### config.mk
export PLATFORM = sky130hd
export DESIGN_NAME = addr_latch_mapper
export DESIGN_NICKNAME = d
export VERILOG_FILES = /design/src/rtl/addr_latch_mapper.sv
export SDC_FILE = /design/constraint.sdc
export NUM_CORES = 1
export LEC_CHECK = 0
export BUFFER_PORTS_ARGS = -buffer_cell sky130_fd_sc_hd__buf_2
export CAP_MARGIN = 25
export CORE_MARGIN = 5
export CORE_UTILIZATION = 44
export DETAILED_ROUTE_END_ITERATION = 12
export PLACE_DENSITY = 0.77
export SLEW_MARGIN = 20
export SYNTH_ARGS = -nofsm -noshare
export SYNTH_HDL_FRONTEND = slang
export SYNTH_SLANG_ARGS = --single-unit
### constraint.sdc
create_clock -name clk -period 2.7 [get_ports clk]
set_input_delay 0.675 -clock clk [delete_from_list [all_inputs] [get_ports clk]]
set_output_delay 0.675 -clock clk [all_outputs]
set_load 0.02 [all_outputs]
### src/rtl/addr_latch_mapper.sv
module addr_latch_mapper #(
  parameter bit SINGLE_CHIP = 1'b0
) (
  input  logic        clk,
  input  logic        rst_n,
  input  logic [15:0] cpu_addr,
  input  logic [7:0]  cpu_wdata,
  input  logic        cpu_we,
  output logic [7:0]  cpu_rdata,
  output logic [7:0]  cpu_rd_open,
  output logic [20:0] prg_addr,
  input  logic [12:0] ppu_addr,
  output logic [18:0] chr_addr,
  output logic        mirror_horiz
);
  localparam int PAGE_W = 5;
  localparam int CHR_W  = 6;
  localparam int NREGS  = 4;
  localparam logic [15:0] EXP_LO = 16'h4020;
  localparam logic [15:0] EXP_HI = 16'h5FFF;

  logic              mir_q, mode_q;
  logic [1:0]        chip_q;
  logic [PAGE_W-1:0] page_q;
  logic [CHR_W-1:0]  chr_q;
  logic [3:0]        ram_q [NREGS];
  logic [18:0]       bank_off;
  logic              cfg_wr, in_exp, chip_absent;
  logic              unused_bits;

  assign cfg_wr = cpu_we && cpu_addr[15];
  assign in_exp = (cpu_addr >= EXP_LO) && (cpu_addr <= EXP_HI);
  assign unused_bits = ^{cpu_wdata[7:4], cpu_addr[4]};

  always_ff @(posedge clk) begin
    if (!rst_n) begin
      mir_q  <= 1'b0;
      chip_q <= 2'd0;
      page_q <= '0;
      mode_q <= 1'b0;
      chr_q  <= '0;
    end else if (cfg_wr) begin
      mir_q  <= cpu_addr[13];
      chip_q <= cpu_addr[12:11];
      page_q <= cpu_addr[10:6];
      mode_q <= cpu_addr[5];
      chr_q  <= {cpu_addr[3:0], cpu_wdata[1:0]};
    end
  end

  always_ff @(posedge clk) begin
    if (!rst_n) begin
      for (int i = 0; i < NREGS; i++) ram_q[i] <= 4'h0;
    end else if (cpu_we && in_exp) begin
      ram_q[cpu_addr[1:0]] <= cpu_wdata[3:0];
    end
  end

  assign bank_off = mode_q ? {page_q, cpu_addr[13:0]} : {page_q[4:1], cpu_addr[14:0]};

  generate
    if (SINGLE_CHIP) begin : g_single
      assign prg_addr    = {3'b000, bank_off[17:0]};
      assign chip_absent = 1'b0;
    end else begin : g_multi
      assign prg_addr    = {chip_q, bank_off};
      assign chip_absent = (chip_q == 2'd2);
    end
  endgenerate

  assign cpu_rd_open  = cpu_addr[15] ? (chip_absent ? 8'hFF : 8'h00)
                      : in_exp ? 8'hF0 : 8'hFF;
  assign cpu_rdata    = in_exp ? {4'h0, ram_q[cpu_addr[1:0]]} : 8'h00;
  assign chr_addr     = {chr_q, ppu_addr};
  assign mirror_horiz = mir_q;

  p_mirror_load_r2: assert property (@(posedge clk) disable iff (!rst_n)
    cfg_wr |=> mirror_horiz == $past(cpu_addr[13]));

  p_hold_r1: assert property (@(posedge clk) disable iff (!rst_n)
    (!cpu_we || !cpu_addr[15]) |=> ($stable(mirror_horiz) && $stable(chr_addr[18:13])));

  p_chr_bank_r3: assert property (@(posedge clk) disable iff (!rst_n)
    cfg_wr |=> chr_addr[18:13] == {$past(cpu_addr[3:0]), $past(cpu_wdata[1:0])});

  p_absent_chip_r7: assert property (@(posedge clk) disable iff (!rst_n)
    (cfg_wr && cpu_addr[12:11] == 2'd2 && !SINGLE_CHIP) |=>
      (!cpu_addr[15] || cpu_rd_open == 8'hFF));

  p_scratch_r8: assert property (@(posedge clk) disable iff (!rst_n)
    (cpu_we && in_exp) |=>
      ((!in_exp || cpu_addr[1:0] != $past(cpu_addr[1:0])) ||
       cpu_rdata == {4'h0, $past(cpu_wdata[3:0])}));
endmodule

-- Yosys cells after proc, flatten, opt, wreduce, memory -nomap -nowiden
Memory sizes are Yosys's and may differ from the RTL's.
Index checks and enable logic that the tools add are counted.
- word-level logic and storage cells: 25
- bits of input ports: 40
- bits in writable memories: 16
- bits in registers: 15
- output and inout port bits: 57
- memories kept: 1
- reductions and logical operators: 4
- order comparisons: 2
- mux-type cells: 12
- equality and inequality tests: 1
- memory list (memory ; words ; width ; read ports ; clocked after Yosys merged registers in ; wr ports ; line ; text):
    ram_q ; 4 ; 4 ; 1 ; 0 ; 4 ; 26 ; logic [3:0] ram_q [NREGS];
- operators with widths (kind ; number):
    $ge A16 B15 Y1 const B ; 1
    $le A16 B15 Y1 const B ; 1
    $mux W8 ; 2
    $mux W15 ; 1
    $mux W4 ; 3
    $mux W1 ; 5
    $reduce_or A4 Y1 ; 1
    $logic_and A1 B1 Y1 ; 3
    $eq A2 B2 Y1 const B ; 1
    $mux W2 ; 1

-- Logic depth before layout (Yosys ltp)
Gate-level depths: netlist of the first run.
- word-level depth: 8
- mapped depth: 5
- mapped depth without buffers: 3

-- Worst setup path before layout of the first run
Ideal clock, no wire load.
- path kind: input port to output port
- from: in cpu_addr[10]
- to: out cpu_rd_open[1]
- stages: 4
- arrival: 1.918 ns
- required time: 2.025 ns
- slack: 0.107 ns
- cell sequence: or4_1 -> o21ai_0 -> and2_1 -> buf_4
- longest elaborated chain between the ends: 4
- elaborated cells between the ends (all ways): 5
- those cells by class: 2 x order compare; 2 x mux; 1 x reduce/logical
- RTL lines (item ; line ; text):
    start, declared ; 6 ; input logic [15:0] cpu_addr,
    $ge A16 B15 Y1 or $le A16 B15 Y1 (tied branches) ; 32 ; assign in_exp = (cpu_addr >= EXP_LO) && (cpu_addr <= EXP_HI);
    $logic_and A1 B1 Y1 * ; 32 ;
    $mux W4 * ; 72 ; : in_exp ? 8'hF0 : 8'hFF;
    $mux W8 * ; 71 ; assign cpu_rd_open = cpu_addr[15] ? (chip_absent ? 8'hFF : 8'h00)
    end, declared ; 10 ; output logic [7:0] cpu_rd_open,
Every way passes the cells marked *; elsewhere a longest branch is shown, timed or not.

-- Worst setup path in the final report of the first run
- from: in cpu_addr[10]
- to: out cpu_rd_open[3]
Same word-level chain as after synthesis.

==> results of run 1 <==
## registers in the layout, summed over array words and instances, names as in the netlist
register and cells:
chip_q 2, chr_q 6, mirror_horiz 1, mode_q 1, page_q 5, ram_q 16
## metrics by stage
step / area (um2) / utilization / total power, mW / setup WS [ns] / hold WS [ns]
final: 1920 / 0.516 / 1.06 / 0.134 / 0.454
after global routing: 1920 / 0.516 / 1.11 / 0.0299 / 0.468
after CTS: 1910 / 0.515 / 1.07 / 0.0174 / 0.454
after detailed placement: 1830 / 0.491 / 0.717 / 0.0184 / 0.445
after global placement: 1830 / 0.491 / 0.713 / 0.0112 / 0.439
after floorplan: 1710 / - / 0.699 / 0.107 / 0.433
## cells in the final DEF (no fill, tap or decap), drive strengths merged, types with 4 or more instances in the layout
cell type   n
buf        72
nand2      31
a21oi      17
and3       16
edfxtp     16
dfxtp      15
and2        7
clkbuf      5
mux4        4
conb        4
o21ai       4
## final cells by class
type	count	share of cell area
Timing Repair Buffer	72	0.204
Clock inverter	3	0.0104
Inverter	3	0.00587
Tap cell	48	0.0313
Clock buffer	5	0.0359
Multi-Input combinational cell	95	0.306
Sequential cell	31	0.407
## worst max-delay path, stage by stage
cell and delay (ns):
buf_2 0.12, or4_1 0.56, o21ai_2 0.16, and2_1 0.19
buf_2 0.18
## cells by family after synthesis
logic type,synth area share
buffers and inverters,0.205
DFF,0.459
muxes,0.0596
and+or+nand+nor,0.188
other,0.00221
AOI/OAI and AO/OA,0.0868
## worst paths after layout
check	end	slack, ns
setup / recovery	cpu_rd_open[3]	0.13
hold / removal	page_q[3]	0.45
setup reg to reg	chr_q[5]	2.06
hold reg to reg	page_q[3]	0.45
## layer usage
metal	up-vias	track usage	wire, um
li1	625	-	-
met1	598	0.171	1550
met2	51	0.239	1870
met3	6	0.0471	314
met4	0	0.0731	42
met5	-	0	0
## what timing repair did
item | 4_1_cts | 5_1_grt
endpoints found under the setup margin | 0 | 4
setup buffers | 0 | 0
gates resized for setup | 0 | 2
## power breakdown
group | internal [mW] | leakage (nW) | switching, mW
registers | 0.518 | 0.275 | 0.00803
clock network | 0.179 | 0.0402 | 0.173
logic | 0.0661 | 0.575 | 0.113
total | 0.763 | 0.890 | 0.294
==> flow_metrics.env, run 1 <==
export IMPL_wl_per_cell_um=14.7
export IMPL_drv_cap=0
export IMPL_fin_cells=257
export IMPL_worstHoldPathCells=2
export IMPL_cts_sinks=31
export IMPL_place_gp_congestion=0.768
export IMPL_hold_class="flip-flop to flip-flop"
export IMPL_vias=1280
export IMPL_gr_usage_all_layers=0.146
export IMPL_dr_pass1_iters=4
export IMPL_hp_start="page_q[3]"
export IMPL_multi_input_area_um2=587
export IMPL_drcViolationCount=0
export IMPL_postCtsHoldBufs=0
export IMPL_drive_gt1_frac=0.421
export IMPL_fin_nets=248
export IMPL_synth_top_area_share=0.283
export IMPL_crit_reg2reg_launch="chr_q[5]"
export IMPL_ys_ff_latch=31
export IMPL_synth_common_cells="buf_4, nand2_1, a21oi_1"
export IMPL_placed_cells=249
export IMPL_rows=22
export IMPL_cp_max_fo=4
export IMPL_dieArea_um2=5210
export IMPL_dieHeight_um=72.2
export IMPL_pwr_density_cell_nw_per_um2=551
export IMPL_fin_skew_ns=0
export IMPL_core_area_um2=3720
export IMPL_antenna_found_initial=0
export IMPL_syn_cell_area_um2=1700
export IMPL_fillers=377
export IMPL_ant_nets=0
export IMPL_reg2reg_depth=2
export IMPL_critical_path_startpoint="cpu_addr[10]"
export IMPL_setup_viol_count_final=0
export IMPL_diodes=0
export IMPL_period_needed_ns=2.57
export IMPL_synthesis_instances=174
export IMPL_synth_most_common_cell="buf_4"
export IMPL_rsz0062_at_grt="no"
export IMPL_synth_area_top_cells="edfxtp_1, buf_4, dfxtp_1, nand2_1, and3_1"
export IMPL_yosysSeqAreaShare=0.459
export IMPL_start_util=0.458
export IMPL_worstSetupPathType="input pin to primary output"
export IMPL_first_iter_violations=49
export IMPL_clk_pin_slew_worst_paths_ns=0.07
export IMPL_synth_enable_flop_cells=16
export IMPL_yosysTopAreaCell="edfxtp_1"
export IMPL_clock_latency_ns=0.28
export IMPL_tritoncts="yes"
export IMPL_num_io_pins=97
export IMPL_syn_avg_cell_area_um2=9.77
export IMPL_p_leak_nw=0.890
export IMPL_finalSetupTns_ns=0
export IMPL_outcome="completed"
export IMPL_hold_viol=0
export IMPL_die_x_um=72.2
export IMPL_syn2layout_area_growth_pct=12.8
export IMPL_finalCritPeriodShare=0.951
export IMPL_numCtsBuffers=5
export IMPL_place_hpwl_mm=2.91
export IMPL_irDropWorstVdd_uv=302
export IMPL_end_kind="primary output"
export IMPL_maxSlewViolCount=0
export IMPL_grt_pass1_wl_mm=5.73
export IMPL_synth_top_flop_cell="edfxtp_1"
export IMPL_async_reset_ff_frac=0
export IMPL_maxSlewHeadroom=0.532
export IMPL_grt_pass1_vias=1226
export IMPL_numPortBuffers=60
export IMPL_grt_overflow=0
export IMPL_grt_max_degree=18
export IMPL_seq_area_um2=781
export IMPL_vias_per_cell=4.98
export IMPL_synth_distinct_cells=24
export IMPL_worstMarginPinSlew_ns=0.694
export IMPL_cp_start_kind="input pin"
export IMPL_wl_mm=3.77
export IMPL_synth_warnings=0
export IMPL_h_tree_depth=2
export IMPL_root_buffer="clkbuf_8"
export IMPL_arrival_ns=1.89
export IMPL_clock_fmax_mhz=390
export IMPL_clockBufferDepth=2
export IMPL_required_ns=2.03
No activity file was read; power rests on OpenSTA's default activity.
==> run 2, diff against run 1 <==
--- a/constraint.sdc
+++ b/constraint.sdc
@@ -3,2 +3,2 @@
 set_output_delay 0.675 -clock clk [all_outputs]
-set_load 0.02 [all_outputs]
+set_load 0.01 [all_outputs]
==> run 2 against run 1 <==
Wire length shrank 3.8%. Design area is 1.8% lower. Global-route usage decreased by 0.37 points. Register-to-register slack better by 0.02 ns. Sequential share of layout area is 0.73 points higher. Final cell count shrank 1.6%. Sequential power hardly changed. Critical path type unchanged. Critical endpoint unchanged. Largest cell class unchanged. Largest power group unchanged. Highest routed layer unchanged.
==> flow_metrics.env, run 2 (synthesis results as in run 1) <==
export IMPL_cts_setup_buffers=0
export IMPL_period_needed_ns=2.57
export IMPL_max_flop_register="ram_q"
export IMPL_fin_skew_ns=0
export IMPL_finalSetupTns_ns=0
export IMPL_hold_class="flip-flop to flip-flop"
export IMPL_clock_latency_ns=0.28
export IMPL_p_sw_mw=0.268
export IMPL_die_x_um=72.2
export IMPL_placed_area_um2=1800
export IMPL_total_power_mw=1.03
export IMPL_dieArea_um2=5210
export IMPL_hold_viol=0
export IMPL_ant_nets=0
export IMPL_vias=1265
export IMPL_p_clk_frac=0.344
export IMPL_arrival_ns=1.89
export IMPL_irDropWorstVdd_uv=299
export IMPL_cts_sinks=31
export IMPL_pwr_share_seq=0.512
export IMPL_p_leak_nw=0.871
export IMPL_maxSlewViolCount=0
export IMPL_gr_usage_all_layers=0.142
export IMPL_cp_start_kind="input pin"
export IMPL_grt_overflow=0
export IMPL_cp_max_fo=4
export IMPL_wl_mm=3.63
export IMPL_diodes=0
export IMPL_core_area_um2=3720
export IMPL_numCtsBuffers=5
export IMPL_swShare=0.261
export IMPL_intPower_mw=0.760
export IMPL_cp_cell_sequence="buf_2 > or4_1 > o21ai_1 > and2_1 > buf_2"
export IMPL_num_io_pins=97
export IMPL_fin_nets=244
export IMPL_start_util=0.458
export IMPL_setup_viol_count_final=0
export IMPL_tritoncts="yes"
export IMPL_pwr_density_cell_nw_per_um2=545
export IMPL_crit_top_cell="buf_2"
export IMPL_place_hpwl_mm=2.77
export IMPL_reg_top3="ram_q: 16 flops, chr_q: 6 flops, page_q: 5 flops"
export IMPL_layout_common_cells="buf_2, nand2_1, a21oi_1"
export IMPL_final_common_cell="buf_2"
export IMPL_clockBufferDepth=2
export IMPL_slowest_delay_ns=0.54
export IMPL_finalCritPeriodShare=0.952
export IMPL_drv_cap=0
export IMPL_clock_fmax_mhz=389
export IMPL_grt_pass1_wl_mm=5.59
export IMPL_grt_max_degree=18
export IMPL_maxSlewHeadroom=0.516
export IMPL_rsz0062_at_grt="no"
export IMPL_worstMarginPinSlew_ns=0.719
export IMPL_outcome="completed"
export IMPL_numPortBuffers=60
export IMPL_rows=22
export IMPL_dr_pass1_iters=4
export IMPL_largest_reg_flops=16
export IMPL_drive_gt1_frac=0.405
export IMPL_end_kind="primary output"
export IMPL_first_iter_violations=79
export IMPL_worstSetupPathType="input pin to primary output"
export IMPL_grt_pass1_vias=1159
export IMPL_antenna_found_initial=0
export IMPL_required_ns=2.03
export IMPL_cp_slowest_cell="or4_1"
export IMPL_syn2layout_area_growth_pct=10.8
export IMPL_drcViolationCount=0
export IMPL_place_gp_congestion=0.771
export IMPL_p_comb_frac=0.144
export IMPL_wl_per_cell_um=14.3
export IMPL_dieHeight_um=72.2
export IMPL_root_buffer="clkbuf_8"
export IMPL_clk_pin_slew_worst_paths_ns=0.07
export IMPL_fin_area_um2=1880
export IMPL_vias_per_cell=5.00
export IMPL_h_tree_depth=2
==> run 2: metrics by stage <==
step	utilization	hold slack (ns)	instances	worst slack, ns
after floorplan	-	0.433	177	0.219
after global placement	0.483	0.439	245	0.0350
after detailed placement	0.483	0.448	245	0.0197
after CTS	0.507	0.458	253	0.0248
after global routing	0.507	0.474	253	0.0140
final	0.507	0.452	253	0.130
==> run 2: final cells by class <==
cell class | instances | area [um2]
Inverter | 3 | 11.3
Tap cell | 48 | 60.1
Clock buffer | 5 | 68.8
Fill cell | 366 | 1830
Sequential cell | 31 | 781
Clock inverter | 3 | 20.0
Multi-Input combinational cell | 95 | 583
Timing Repair Buffer | 68 | 360
==> run 2: final timing paths <==
path         cells after the start  slack, ns         start             end
min reg2reg                      2       0.45      chr_q[4]        chr_q[4]
max                              5       0.13  cpu_addr[10]  cpu_rd_open[3]
max reg2reg                      2       2.08     chip_q[0]       chip_q[0]
min                              2       0.45      chr_q[4]        chr_q[4]
==> run 2: layer usage <==
metal	track usage	wire length [um]
met3	0.0582	408
met1	0.173	1440
met4	0.0564	59
met2	0.223	1730
met5	0	0
==> run 2: worst max-delay path, delay by kind of cell <==
kind            cells  cell delay, ns
simple gates        2            0.74
buf+inv             2            0.27
compound gates      1            0.21
==> run 2: repair_timing <==
item,CTS,global route
hold buffers,0,0
gates resized for setup,0,1
endpoints found under the setup margin,0,4
==> run 2: power by group through the flow <==
stage / combinational [mW] / clock (mW) / sequential [mW]
floorplan: 0.125 / 0 / 0.538
CTS: 0.150 / 0.361 / 0.526
global placement: 0.147 / 0 / 0.536
finish: 0.148 / 0.354 / 0.526
global route: 0.162 / 0.397 / 0.528
detailed placement: 0.149 / 0 / 0.537
